### src/rtl/kp_pkg.sv
package kp_pkg;

    // Number of flops between the row pins and the decision logic
    localparam int SYNC_STAGES = 2;

    // Debounce machine states
    typedef enum logic [1:0] {
        KS_IDLE,     // scanning, no key under qualification
        KS_CONFIRM,  // row low seen, waiting for enough ticks
        KS_HELD,     // key accepted and still down
        KS_RELEASE   // row went high, qualifying the release
    } kp_state_e;

    // Width of a counter or index covering n values, at least one bit
    function automatic int kp_w(input int n);
        return (n <= 2) ? 1 : $clog2(n);
    endfunction

endpackage

### src/rtl/kp_row_sync.sv
module kp_row_sync
    import kp_pkg::*;
#(
    parameter int WIDTH = 4
) (
    input  logic             clk,
    input  logic             rst,
    input  logic [WIDTH-1:0] din,
    output logic [WIDTH-1:0] dout
);

    logic [WIDTH-1:0] stage_q [SYNC_STAGES];

    // Reset to the pulled-up idle level so no false press appears at start
    always_ff @(posedge clk) begin
        if (rst) begin
            for (int s = 0; s < SYNC_STAGES; s++) stage_q[s] <= '1;
        end else begin
            stage_q[0] <= din;
            for (int s = 1; s < SYNC_STAGES; s++) stage_q[s] <= stage_q[s-1];
        end
    end

    assign dout = stage_q[SYNC_STAGES-1];

endmodule

### src/rtl/kp_tick_gen.sv
module kp_tick_gen
    import kp_pkg::*;
#(
    parameter int TICK_DIV = 1_250_000
) (
    input  logic clk,
    input  logic rst,
    output logic tick
);

    localparam int TW = kp_w(TICK_DIV);

    generate
        if (TICK_DIV <= 1) begin : g_every_cycle
            assign tick = 1'b1;
        end else begin : g_divided
            logic [TW-1:0] cnt_q;
            logic          wrap;

            assign wrap = (cnt_q == TW'(TICK_DIV - 1));

            always_ff @(posedge clk) begin
                if (rst)       cnt_q <= '0;
                else if (wrap) cnt_q <= '0;
                else           cnt_q <= cnt_q + 1'b1;
            end

            assign tick = wrap;

            // Ticks are isolated pulses, so a qualification span is real time
            p_tick_gap_r6 : assert property (@(posedge clk) disable iff (rst)
                tick |=> !tick);
        end
    endgenerate

endmodule

### src/rtl/kp_col_scan.sv
module kp_col_scan
    import kp_pkg::*;
#(
    parameter int NUM_COLS = 4,
    parameter int SCAN_DIV = 125_000,
    localparam int CW = kp_w(NUM_COLS),
    localparam int DW = kp_w(SCAN_DIV)
) (
    input  logic                clk,
    input  logic                rst,
    input  logic                hold,
    output logic [CW-1:0]       col_idx,
    output logic [NUM_COLS-1:0] col_n,
    output logic                settled
);

    logic [DW-1:0] dwell_q;
    logic          step;
    logic [CW-1:0] idx_next;

    assign step     = !hold && (dwell_q == DW'(SCAN_DIV - 1));
    assign idx_next = (col_idx == CW'(NUM_COLS - 1)) ? '0 : col_idx + 1'b1;

    always_ff @(posedge clk) begin
        if (rst) begin
            dwell_q <= '0;
            col_idx <= '0;
            col_n   <= ~NUM_COLS'(1);
        end else if (hold) begin
            dwell_q <= dwell_q;
        end else if (step) begin
            dwell_q <= '0;
            col_idx <= idx_next;
            col_n   <= ~(NUM_COLS'(1) << idx_next);
        end else begin
            dwell_q <= dwell_q + 1'b1;
        end
    end

    // Rows seen through the synchroniser belong to this column only after
    // SYNC_STAGES cycles of dwell
    assign settled = (dwell_q >= DW'(SYNC_STAGES));

    p_one_low_r2 : assert property (@(posedge clk) disable iff (rst)
        $countones(~col_n) == 1);

    p_col_step_r3 : assert property (@(posedge clk) disable iff (rst)
        step |=> (col_idx == (($past(col_idx) == CW'(NUM_COLS - 1)) ? '0 : $past(col_idx) + 1'b1)));

    p_hold_stable_r8 : assert property (@(posedge clk) disable iff (rst)
        hold |=> $stable(col_n));

endmodule

### src/rtl/kp_debounce.sv
module kp_debounce
    import kp_pkg::*;
#(
    parameter int NUM_ROWS     = 4,
    parameter int NUM_COLS     = 4,
    parameter int STABLE_TICKS = 2,
    localparam int RW     = kp_w(NUM_ROWS),
    localparam int CW     = kp_w(NUM_COLS),
    localparam int NW     = kp_w(STABLE_TICKS),
    localparam int CODE_W = kp_w(NUM_ROWS * NUM_COLS)
) (
    input  logic                clk,
    input  logic                rst,
    input  logic [NUM_ROWS-1:0] row_s,
    input  logic [CW-1:0]       col_idx,
    input  logic                settled,
    input  logic                tick,
    output logic                freeze,
    output logic                key_valid,
    output logic [CODE_W-1:0]   key_code
);

    typedef struct packed {
        logic [RW-1:0] row;
        logic [CW-1:0] col;
    } cand_t;

    kp_state_e         state_q, state_d;
    logic [NW-1:0]     cnt_q, cnt_d;
    cand_t             cand_q, cand_d;
    logic              valid_d;
    logic [CODE_W-1:0] code_d;

    logic              any_low;
    logic [RW-1:0]     low_row;
    logic              cand_up;
    logic              detect;
    logic              enough;

    // Lowest-numbered low row wins
    always_comb begin
        low_row = '0;
        for (int i = NUM_ROWS - 1; i >= 0; i--) begin
            if (!row_s[i]) low_row = RW'(i);
        end
    end

    assign any_low = ~&row_s;
    assign cand_up = row_s[cand_q.row];
    assign detect  = (state_q == KS_IDLE) && settled && any_low;
    assign freeze  = (state_q != KS_IDLE) || detect;
    assign enough  = (cnt_q == NW'(STABLE_TICKS - 1));

    always_comb begin
        state_d = state_q;
        cnt_d   = cnt_q;
        cand_d  = cand_q;
        valid_d = 1'b0;
        code_d  = key_code;
        unique case (state_q)
            KS_IDLE: begin
                if (detect) begin
                    state_d = KS_CONFIRM;
                    cnt_d   = '0;
                    cand_d  = '{row: low_row, col: col_idx};
                end
            end
            KS_CONFIRM: begin
                if (cand_up) begin
                    state_d = KS_IDLE;
                end else if (tick) begin
                    if (enough) begin
                        state_d = KS_HELD;
                        valid_d = 1'b1;
                        code_d  = CODE_W'(cand_q.row) * CODE_W'(NUM_COLS) + CODE_W'(cand_q.col);
                    end else begin
                        cnt_d = cnt_q + 1'b1;
                    end
                end
            end
            KS_HELD: begin
                if (cand_up) begin
                    state_d = KS_RELEASE;
                    cnt_d   = '0;
                end
            end
            KS_RELEASE: begin
                if (!cand_up) begin
                    state_d = KS_HELD;
                end else if (tick) begin
                    if (enough) state_d = KS_IDLE;
                    else        cnt_d   = cnt_q + 1'b1;
                end
            end
            default: state_d = KS_IDLE;
        endcase
    end

    always_ff @(posedge clk) begin
        if (rst) begin
            state_q   <= KS_IDLE;
            cnt_q     <= '0;
            cand_q    <= '0;
            key_valid <= 1'b0;
            key_code  <= '0;
        end else begin
            state_q   <= state_d;
            cnt_q     <= cnt_d;
            cand_q    <= cand_d;
            key_valid <= valid_d;
            key_code  <= code_d;
        end
    end

    p_valid_single_r5 : assert property (@(posedge clk) disable iff (rst)
        key_valid |=> !key_valid);

    p_valid_on_tick_r6 : assert property (@(posedge clk) disable iff (rst)
        key_valid |-> ($past(tick) && $past(state_q) == KS_CONFIRM));

    p_held_quiet_r8 : assert property (@(posedge clk) disable iff (rst)
        ($past(state_q) == KS_HELD || $past(state_q) == KS_RELEASE) |-> !key_valid);

    p_dropout_back_r9 : assert property (@(posedge clk) disable iff (rst)
        (state_q == KS_RELEASE && !cand_up) |=> state_q == KS_HELD);

    p_release_on_tick_r10 : assert property (@(posedge clk) disable iff (rst)
        (state_q == KS_IDLE && $past(state_q) == KS_RELEASE) |-> $past(tick));

endmodule

### src/rtl/kp_scanner.sv
module kp_scanner
    import kp_pkg::*;
#(
    parameter int NUM_ROWS     = 4,
    parameter int NUM_COLS     = 4,
    parameter int SCAN_DIV     = 125_000,
    parameter int TICK_DIV     = 1_250_000,
    parameter int STABLE_TICKS = 2,
    localparam int CODE_W = kp_w(NUM_ROWS * NUM_COLS)
) (
    input  logic                clk,
    input  logic                rst,
    input  logic [NUM_ROWS-1:0] row_n,
    output logic [NUM_COLS-1:0] col_n,
    output logic                key_valid,
    output logic [CODE_W-1:0]   key_code
);

    localparam int CW = kp_w(NUM_COLS);

    logic [NUM_ROWS-1:0] row_s;
    logic [CW-1:0]       col_idx;
    logic                settled;
    logic                tick;
    logic                freeze;

    kp_row_sync #(.WIDTH(NUM_ROWS)) u_sync (
        .clk  (clk),
        .rst  (rst),
        .din  (row_n),
        .dout (row_s)
    );

    kp_tick_gen #(.TICK_DIV(TICK_DIV)) u_tick (
        .clk  (clk),
        .rst  (rst),
        .tick (tick)
    );

    kp_col_scan #(.NUM_COLS(NUM_COLS), .SCAN_DIV(SCAN_DIV)) u_scan (
        .clk     (clk),
        .rst     (rst),
        .hold    (freeze),
        .col_idx (col_idx),
        .col_n   (col_n),
        .settled (settled)
    );

    kp_debounce #(
        .NUM_ROWS     (NUM_ROWS),
        .NUM_COLS     (NUM_COLS),
        .STABLE_TICKS (STABLE_TICKS)
    ) u_deb (
        .clk       (clk),
        .rst       (rst),
        .row_s     (row_s),
        .col_idx   (col_idx),
        .settled   (settled),
        .tick      (tick),
        .freeze    (freeze),
        .key_valid (key_valid),
        .key_code  (key_code)
    );

    p_reset_quiet_r1 : assert property (@(posedge clk)
        $past(rst) |-> (!key_valid && col_n == ~NUM_COLS'(1)));

endmodule

### config.mk
export PLATFORM = sky130hd
export DESIGN_NAME = kp_scanner
export DESIGN_NICKNAME = d
export VERILOG_FILES = /design/src/rtl/kp_pkg.sv /design/src/rtl/kp_row_sync.sv /design/src/rtl/kp_tick_gen.sv /design/src/rtl/kp_col_scan.sv /design/src/rtl/kp_debounce.sv /design/src/rtl/kp_scanner.sv
export SDC_FILE = /design/constraint.sdc
export NUM_CORES = 1
export LEC_CHECK = 0
export ABC_AREA = 1
export BUFFER_PORTS_ARGS = -buffer_cell sky130_fd_sc_hd__buf_2
export CORE_MARGIN = 2
export CORE_UTILIZATION = 64
export CTS_BUF_LIST = sky130_fd_sc_hd__clkbuf_8
export CTS_CLUSTER_DIAMETER = 30
export CTS_CLUSTER_SIZE = 25
export DETAILED_ROUTE_END_ITERATION = 6
export PLACE_DENSITY = 0.9
export SLEW_MARGIN = 20
export SYNTH_ARGS = -nofsm -noshare
export SYNTH_HDL_FRONTEND = slang
export SYNTH_SLANG_ARGS = --single-unit
### constraint.sdc
create_clock -name clk -period 2.2 [get_ports clk]
set_clock_uncertainty 0.15 [all_clocks]
set_input_delay 0.11 -clock clk [delete_from_list [all_inputs] [get_ports clk]]
set_output_delay 0.11 -clock clk [all_outputs]
set_load 0.1 [all_outputs]
==> reports/metrics.cfg, run 1 <==
[route]
post_drt_via_cell_ratio=5.61
met3RoutedLength_um=450
ant_nets=0
top_layer=met4
post_drt_wl_per_cell_um=13.0
detailroute.wirelength.met2_um=3520
totalWireLength_um=7180
detailedRoute.firstPassIterationCount=5
post-route-drc-count=0
vias=3100
wl_met1_um=3080
drt_iter0_drc=319

[power_and_ir_drop]
max-vdd-ir-drop_mv=0.592
total_power_mw=3.11
cellLeakagePower_nw=1.44
power.density_nw_per_um2=839

[sta]
timing_max_transition_violations_final=0
final_ws_setup_ps=156
relSlewSlack=0.647
fmax_mhz=489
rsz_0062_raised_after_global_routing=no
post-route-period-util=0.929
finalHoldViolCount=0
finalCriticalPeriod_ps=2040
tns_ps=0
setup_viol_count_final=0
tightest_slew_ps=525

[cells_and_area]
multi_input_area_um2=1760
post-route-cell-area_um2=3710
layout_cells_sized_above_1=0.168
layout.cells.non_filler=553
regArea_um2=1280
num_antenna_cells=0
fill_cells=379
area_growth_pct=11.3
nets=491

[floorplanning]
fp.dieW_um=76.2
placeableCoreArea_um2=5070
io_pins=15
num_rows=26
die_height_um=76.2
floorplan.die_area_um2=5800
floorplan.initialDensity=0.657

[grt]
globalRoute.totalOverflow=0
first_global_vias=2888
grt_first_pass_wirelength_um=12500
overall_global_routing_usage=0.263
grt_max_degree=28
initial_antenna_violation_count=0

[critical_path]
setup.worst_path.end=u_deb.key_code[1]
timing.critical_path.from=u_tick.g_divided.cnt_q[0]
arrival_time_at_the_worst_endpoint_ps=2130
regToRegSetupSlack_ps=160
worst_r2r_endpoint=u_deb.key_code[1]
timing.reg2reg.worst_path_depth=7
startpoint_type_of_the_worst_setup_path=register
type_of_the_setup_path_with_the_least_slack=reg2reg
worstPathMaxFanout=8
endpoint_kind_of_the_worst_setup_timing_path=register
worst_ep_required_ps=2290
timing.rr.start=u_tick.g_divided.cnt_q[0]

[yosys]
cell_count_after_synthesis=456
synth_flop_cell=dfxtp_1
synthDistinctLibCells=39
synth_enable_flop_cells=0
ys_seq_elements=64
synth_sequential_area_ratio=0.384
synth-warning-count=0
synth-async-reset-ratio=0
syn-num-nets=469
syn-mean-instance-area_um2=7.31
synth.cell_area_um2=3330

[worst_hold_path]
timing.hold.worst.class=in2reg

[place]
placedCellCount=533
io_buffers=14
placedInstanceArea_um2=3440
routabilityCongestion=0.970
minimum_setup_slack_after_placement_ps=255
hpwlAfterDp_um=4860

[clock_tree]
worst_path_clk_slew_ps=80
cts_inserted_buffers=9
cts_tree=yes
clock-sinks=64
clock_tree.root_cell=clkbuf_8
number_of_instances_resized_during_post_cts_repair=0
clk_latency_ps=340
cts-root-to-sink-buffers=2
ctsHtreeMaxLevel=3

[outcome]
status=complete, no violations

[job]
drv_cap=0

## worst max-delay path, stage by stage, from the launching register on
cell and delay, ps:
dfxtp_1 380, ha_1 200, nand3_1 180, nor2_1 280, nand3_1 110, nand3b_2 330
o21ai_1 250, a21oi_1 60
## metal layers
layer,global-route usage,vias to the layer above
li1,-,1538
met1,0.325,1428
met2,0.442,120
met3,0.0675,14
met4,0.102,0
met5,0,-
## flip-flops by register name, summed over array words and instances, names as in the netlist, named ones only
name	count
u_deb.key_code	4
u_scan.col_idx	2
u_deb.key_valid	1
u_sync.stage_q	8
u_scan.dwell_q	17
u_scan.col_n	4
u_deb.cand_q	4
u_deb.cnt_q	1
u_deb.state_q	1
u_tick.g_divided.cnt_q	21
## cells by family after synthesis
logic type | after synthesis | share of synthesized area
fa+ha+maj | 7 | 0.0263
simple gates | 249 | 0.380
flops | 64 | 0.384
compound gates | 63 | 0.105
xor+xnor | 7 | 0.0184
buf+inv | 66 | 0.0863
## area by class of cell
class | instances | share of cell area
Multi-Input combinational cell | 326 | 0.476
Sequential cell | 64 | 0.345
Inverter | 56 | 0.0587
Timing Repair Buffer | 21 | 0.0358
Clock buffer | 9 | 0.0334
Clock inverter | 7 | 0.0277
Tap cell | 70 | 0.0236
## power breakdown
part | total (mW) | internal, mW | leakage [nW] | switching, mW
Sequential | 1.30 | 1.22 | 0.519 | 0.0797
Clock | 1.14 | 0.649 | 0.110 | 0.495
Combinational | 0.666 | 0.190 | 0.809 | 0.476
Total | 3.11 | 2.06 | 1.44 | 1.05
## worst min path at each step
stage,depth (start not counted),endpoint,start
CTS,3,u_scan.dwell_q[7],rst
detailed placement,2,u_sync.stage_q[0][0],row_n[0]
floorplan,1,u_sync.stage_q[0][0],row_n[0]
finish,3,u_scan.dwell_q[13],rst
global route,3,u_scan.dwell_q[7],rst
global placement,2,u_sync.stage_q[0][0],row_n[0]
## layout by cell type (no fill, tap or decap), drive strengths merged
cell type	n
or2	17
dfxtp	64
clkbuf	9
nor3b	4
nand4	22
inv	58
o21a	2
a211oi	1
a31oi	1
o21ai	15
nand3	34
nor4	2
clkinvlp	1
a21oi	41
nor3	14
dlygate4sd3	4
buf	17
clkinv	2
nand3b	2
xnor2	3
nor2	52
nand2	102
ha	7
o211ai	3
xor2	4
bufinv	2
## cells in the mapped netlist (7+ instances only)
cell      n  area [µm²]
o21ai_1   9        45.0
nor2_1   43         161
ha_1      7        87.6
or2_2    14        87.6
a21oi_1  40         200
nand4_1  21         131
dfxtp_1  64        1280
nand2_1  96         360
inv_1    48         180
nor3_1   12        60.1
nand3_1  32         160
inv_2     7        26.3
## stage by stage
stage	hold WS, ps	util
after floorplan	63.8	-
after global placement	151	0.679
after detailed placement	154	0.679
after CTS	98.6	0.731
after global routing	126	0.731
final	107	0.731
## repair_timing
action,in CTS,in global routing
hold endpoints to repair,4,0
hold buffers,4,0
setup buffers,0,0
(Power assumes the default switching activity.)
==> inputs of run 2 (changes only) <==
--- a/config.mk
+++ b/config.mk
@@ -8,12 +8,11 @@
 export ABC_AREA = 1
 export BUFFER_PORTS_ARGS = -buffer_cell sky130_fd_sc_hd__buf_2
 export CORE_MARGIN = 2
-export CORE_UTILIZATION = 64
-export CTS_BUF_LIST = sky130_fd_sc_hd__clkbuf_8
+export CORE_UTILIZATION = 61
 export CTS_CLUSTER_DIAMETER = 30
 export CTS_CLUSTER_SIZE = 25
 export DETAILED_ROUTE_END_ITERATION = 6
-export PLACE_DENSITY = 0.9
+export PLACE_DENSITY = 0.87
 export SLEW_MARGIN = 20
 export SYNTH_ARGS = -nofsm -noshare
 export SYNTH_HDL_FRONTEND = slang
==> run 2 against run 1 <==
Net effect: maximum frequency is 2.4% higher; critical endpoint is now u_scan.col_n[1]; critical path depth is 5 higher; critical path type unchanged; register-to-register slack better by 50 ps; wire length is 0.79% lower; sequential power hardly changed.
==> reports/metrics.cfg, run 2 (synthesis results as in run 1) <==
[outcome]
status=complete, no violations

[route]
post-route-drc-count=0
post_drt_via_cell_ratio=5.45
drt_iter0_drc=215
totalWireLength_um=7130
post_drt_wl_per_cell_um=12.9
ant_nets=0
detailedRoute.firstPassIterationCount=5
vias=3016

[critical_path]
endpoint_kind_of_the_worst_setup_timing_path=register
worstPathMaxFanout=24
type_of_the_setup_path_with_the_least_slack=reg2reg
arrival_time_at_the_worst_endpoint_ps=2060
startpoint_type_of_the_worst_setup_path=register
worst_ep_required_ps=2260

[place]
routabilityCongestion=0.891
hpwlAfterDp_um=5000
io_buffers=14

[floorplanning]
fp.dieW_um=77.9
die_height_um=77.9
floorplan.die_area_um2=6070
io_pins=15
placeableCoreArea_um2=5200
num_rows=26
floorplan.initialDensity=0.640

[grt]
initial_antenna_violation_count=0
grt_first_pass_wirelength_um=12400
globalRoute.totalOverflow=0
grt_max_degree=28
overall_global_routing_usage=0.255
first_global_vias=2889

[sta]
worst_hold_slack_ps=79.1
timing_max_transition_violations_final=0
rsz_0062_raised_after_global_routing=no
finalHoldViolCount=0
tns_ps=0
tightest_slew_ps=596
setup_viol_count_final=0
fmax_mhz=501
finalCriticalPeriod_ps=2000
relSlewSlack=0.600
post-route-period-util=0.908

[power_and_ir_drop]
cellLeakagePower_nw=1.44
max-vdd-ir-drop_mv=0.496
total_power_mw=3.09
power.density_nw_per_um2=835

[cells_and_area]
largest_register_ffs=21
nets=491
layout_cells_sized_above_1=0.161
regMostFlops=u_tick.g_divided.cnt_q
final_core_utilization=0.710
largestRegisters=u_tick.g_divided.cnt_q (21), u_scan.dwell_q (17), u_sync.stage_q (8)
area_growth_pct=10.9
num_antenna_cells=0
commonest_non_fill_non_tap_cell_in_the_layout=nand2_1
layout_common_cells=nand2_1 (96), dfxtp_1 (64), inv_1 (48), nor2_1 (43), a21oi_1 (40)

[clock_tree]
postCtsSetupBuffers=0
ctsHtreeMaxLevel=3
cts-root-to-sink-buffers=2
clock-sinks=64
clock_tree.root_cell=clkbuf_8
worst_path_clk_slew_ps=70
number_of_instances_resized_during_post_cts_repair=0
cts_inserted_buffers=9
clk_latency_ps=350
cts_tree=yes

[job]
drv_cap=0

[worst_hold_path]
timing.hold.worst.class=in2reg

run 2: changes by cell type in the layout (fill, tap and decap cells not counted):
| cell | before | now |
|---|---|---|
| clkinv_2 | 0 | 1 |
| clkinv_4 | 2 | 0 |
| clkbuf_1 | 0 | 3 |
| clkbuf_8 | 9 | 10 |
| clkinvlp_4 | 1 | 0 |
| inv_6 | 2 | 0 |
run 2: through the flow:
| step | instances | cell area (µm²) | setup WS [ps] |
|---|---|---|---|
| finish | 553 | 3700 | 203 |
| global route | 553 | 3700 | 20.9 |
| CTS | 553 | 3700 | 210 |
| detailed placement | 533 | 3440 | 219 |
| global placement | 533 | 3440 | 318 |
| floorplan | 456 | 3330 | 495 |
run 2: repair_timing:
item,in CTS,in global routing
setup endpoints to repair,0,0
hold buffers,4,0
endpoints found under the hold margin,4,0
run 2: critical path, stage by stage, from the launching register on:
cell and delay [ps]:
dfxtp_1 440, inv_1 90, ha_1 200, inv_1 50, nand2_1 40, nor2_1 120, nand3_2 90, nand2_4 120
nand2_8 140, inv_8 160, nand2_8 70, nand2_1 90, o211ai_1 80
run 2: area by class of cell:
type	instances	area [µm²]
Clock buffer	13	149
Clock inverter	3	65.1
Timing Repair Buffer	21	133
Tap cell	70	87.6
Fill cell	429	1510
Inverter	56	218
Multi-Input combinational cell	326	1760
Sequential cell	64	1280
run 2: path summary, 6_finish.rpt:
path / start / end / slack, ps / cells past startpoint
worst max-delay path: u_scan.dwell_q[0] / u_scan.col_n[1] / 200 / 12
worst max register to register: u_scan.dwell_q[0] / u_scan.col_n[1] / 200 / 12
worst min register to register: u_sync.stage_q[0][1] / u_sync.stage_q[0][5] / 260 / 1
worst min-delay path: rst / u_scan.col_n[2] / 80 / 3
run 2: per-layer routing:
layer  wire length [µm]  vias up  track usage
met2               3520       77        0.428
li1                   -     1540            -
met4                131        0        0.112
met5                  0        -            0
met1               3140     1380        0.298
met3                331       19       0.0814
run 2: power by group:
group          internal [mW]  switching [mW]
sequential              1.22          0.0794
combinational          0.191           0.486
clock                  0.669           0.440
total                   2.08            1.01
==> inputs of run 3 (changes only) <==
--- a/config.mk
+++ b/config.mk
@@ -8,11 +8,11 @@
 export ABC_AREA = 1
 export BUFFER_PORTS_ARGS = -buffer_cell sky130_fd_sc_hd__buf_2
 export CORE_MARGIN = 2
-export CORE_UTILIZATION = 61
+export CORE_UTILIZATION = 30
 export CTS_CLUSTER_DIAMETER = 30
 export CTS_CLUSTER_SIZE = 25
 export DETAILED_ROUTE_END_ITERATION = 6
-export PLACE_DENSITY = 0.87
+export PLACE_DENSITY = 0.53
 export SLEW_MARGIN = 20
 export SYNTH_ARGS = -nofsm -noshare
 export SYNTH_HDL_FRONTEND = slang
==> run 3 against run 2 <==
Net effect: non-clock buffer count is the same; clock power shrank 7%; die area grew 97%; sequential share of layout area shrank 0.67 points; clock-buffer cell count is the same; largest power group unchanged; highest routed layer unchanged.
==> reports/metrics.cfg, run 3 (synthesis results as in run 1) <==
[clock_tree]
cts-root-to-sink-buffers=2
clk_latency_ps=340
number_of_instances_resized_during_post_cts_repair=0
cts_inserted_buffers=9
worst_path_clk_slew_ps=70
ctsHtreeMaxLevel=3
clock-sinks=64
clock_tree.root_cell=clkbuf_8
cts_tree=yes

[floorplanning]
io_pins=15
num_rows=38
die_height_um=109
floorplan.die_area_um2=12000
fp.dieW_um=109
floorplan.initialDensity=0.307
placeableCoreArea_um2=10800

[route]
ant_nets=0
vias=2902
post_drt_wl_per_cell_um=11.2
totalWireLength_um=6950
detailedRoute.firstPassIterationCount=4
post-route-drc-count=0
post_drt_via_cell_ratio=4.66
drt_iter0_drc=191

[cells_and_area]
largestRegisters=u_tick.g_divided.cnt_q (21), u_scan.dwell_q (17), u_sync.stage_q (8)
final_core_utilization=0.348
commonest_non_fill_non_tap_cell_in_the_layout=nand2_1
layout_common_cells=nand2_1 (96), dfxtp_1 (64), inv_1 (48), nor2_1 (43), a21oi_1 (40)
largest_register_ffs=21
post-route-cell-area_um2=3770
regMostFlops=u_tick.g_divided.cnt_q
nets=491
area_growth_pct=13.1
layout_cells_sized_above_1=0.164
num_antenna_cells=0

[critical_path]
cell_type_of_the_slowest_stage_on_the_worst_timing_path=dfxtp_1
timing.rr.start=u_scan.dwell_q[0]
worstPathMaxFanout=24
type_of_the_setup_path_with_the_least_slack=reg2reg
critical_path.cell_chain=inv_1 > ha_1 > inv_1 > nand2_1 > nor2_1 > nand3_2 > nand2_4 > nand2_8 > inv_8 > nand2_8 > nand2_1 > o211ai_1
arrival_time_at_the_worst_endpoint_ps=2050
cpPeakStageDelay_ps=420
startpoint_type_of_the_worst_setup_path=register
worst_ep_required_ps=2250
timing.critical_path.from=u_scan.dwell_q[0]
endpoint_kind_of_the_worst_setup_timing_path=register

[grt]
initial_antenna_violation_count=0
first_global_vias=2564
global_route_track_usage_on_met1=0.177
grt-busiest-layer=met1
grt_max_degree=28
met2_usage=0.175
globalRoute.totalOverflow=0
overall_global_routing_usage=0.124
grt_first_pass_wirelength_um=11700
grt.met3_usage=0.0290

[worst_hold_path]
min_from=rst
timing.hold.worst.class=in2reg

[power_and_ir_drop]
max-vdd-ir-drop_mv=0.403
total_power_mw=3.00
power.density_nw_per_um2=796
cellLeakagePower_nw=1.43

[sta]
finalHoldViolCount=0
tightest_slew_ps=556
rsz_0062_raised_after_global_routing=no
post-route-period-util=0.907
setup_viol_count_final=0
tns_ps=0
fmax_mhz=501
timing_max_transition_violations_final=0
finalCriticalPeriod_ps=2000
relSlewSlack=0.626

[place]
placedInstanceArea_um2=3530
hpwlAfterDp_um=5070
routabilityCongestion=0.880
io_buffers=14

[outcome]
status=complete, no violations

[job]
drv_cap=0

[run 3: cell types whose count changed in the layout (fill, tap and decap cells not counted)]
cell	delta
bufinv_16	-1
clkbuf_1	-1
clkbuf_8	+1
clkinv_2	+1
[run 3: layer usage]
| layer | up-vias | wire (µm) |
|---|---|---|
| li1 | 1543 | - |
| met1 | 1283 | 3680 |
| met2 | 66 | 2820 |
| met3 | 10 | 323 |
| met4 | 0 | 126 |
| met5 | - | 0 |
[run 3: power by group]
part	total, mW	internal [mW]	switching, mW
Clock	1.03	0.583	0.450
Sequential	1.30	1.22	0.0746
Combinational	0.673	0.191	0.482
Total	3.00	2.00	1.01
[run 3: critical path, delay by kind of cell, from the launching register on]
kind	cells	cell delay [ps]
buffers and inverters	3	310
adders and majority gates	1	200
DFF	1	420
AOI/OAI and AO/OA	1	80
and+or+nand+nor	7	700
[run 3: path summary, 6_finish.rpt]
check | endpoint | slack, ps | cells past startpoint
max | u_scan.col_n[1] | 200 | 12
min | u_scan.col_n[3] | 140 | 3
max reg2reg | u_scan.col_n[1] | 200 | 12
min reg2reg | u_sync.stage_q[0][4] | 260 | 1
[run 3: cell type report]
class                      instances  area [µm²]
clock inverter                     3        40.0
timing repair buffer              21         133
clock buffer                      13         159
multi-input combinational        326        1760
sequential                        64        1280
tap                              140         175
inverter                          56         218
fill                            1170        7070
[run 3: per-stage QoR]
step / setup WS, ps / cells / hold slack [ps]
6_report: 204 / 623 / 136
5_1_grt: 20.4 / 623 / 150
4_1_cts: 187 / 623 / 122
3_5_place_dp: 207 / 603 / 150
3_3_place_gp: 263 / 603 / 154
2_1_floorplan: 495 / 456 / 63.8
[run 3: what timing repair did]
action / CTS / global route
setup endpoints to repair: 0 / 0
hold buffers: 4 / 0
buffers inserted: 0 / 0
endpoints found under the hold margin: 4 / 0
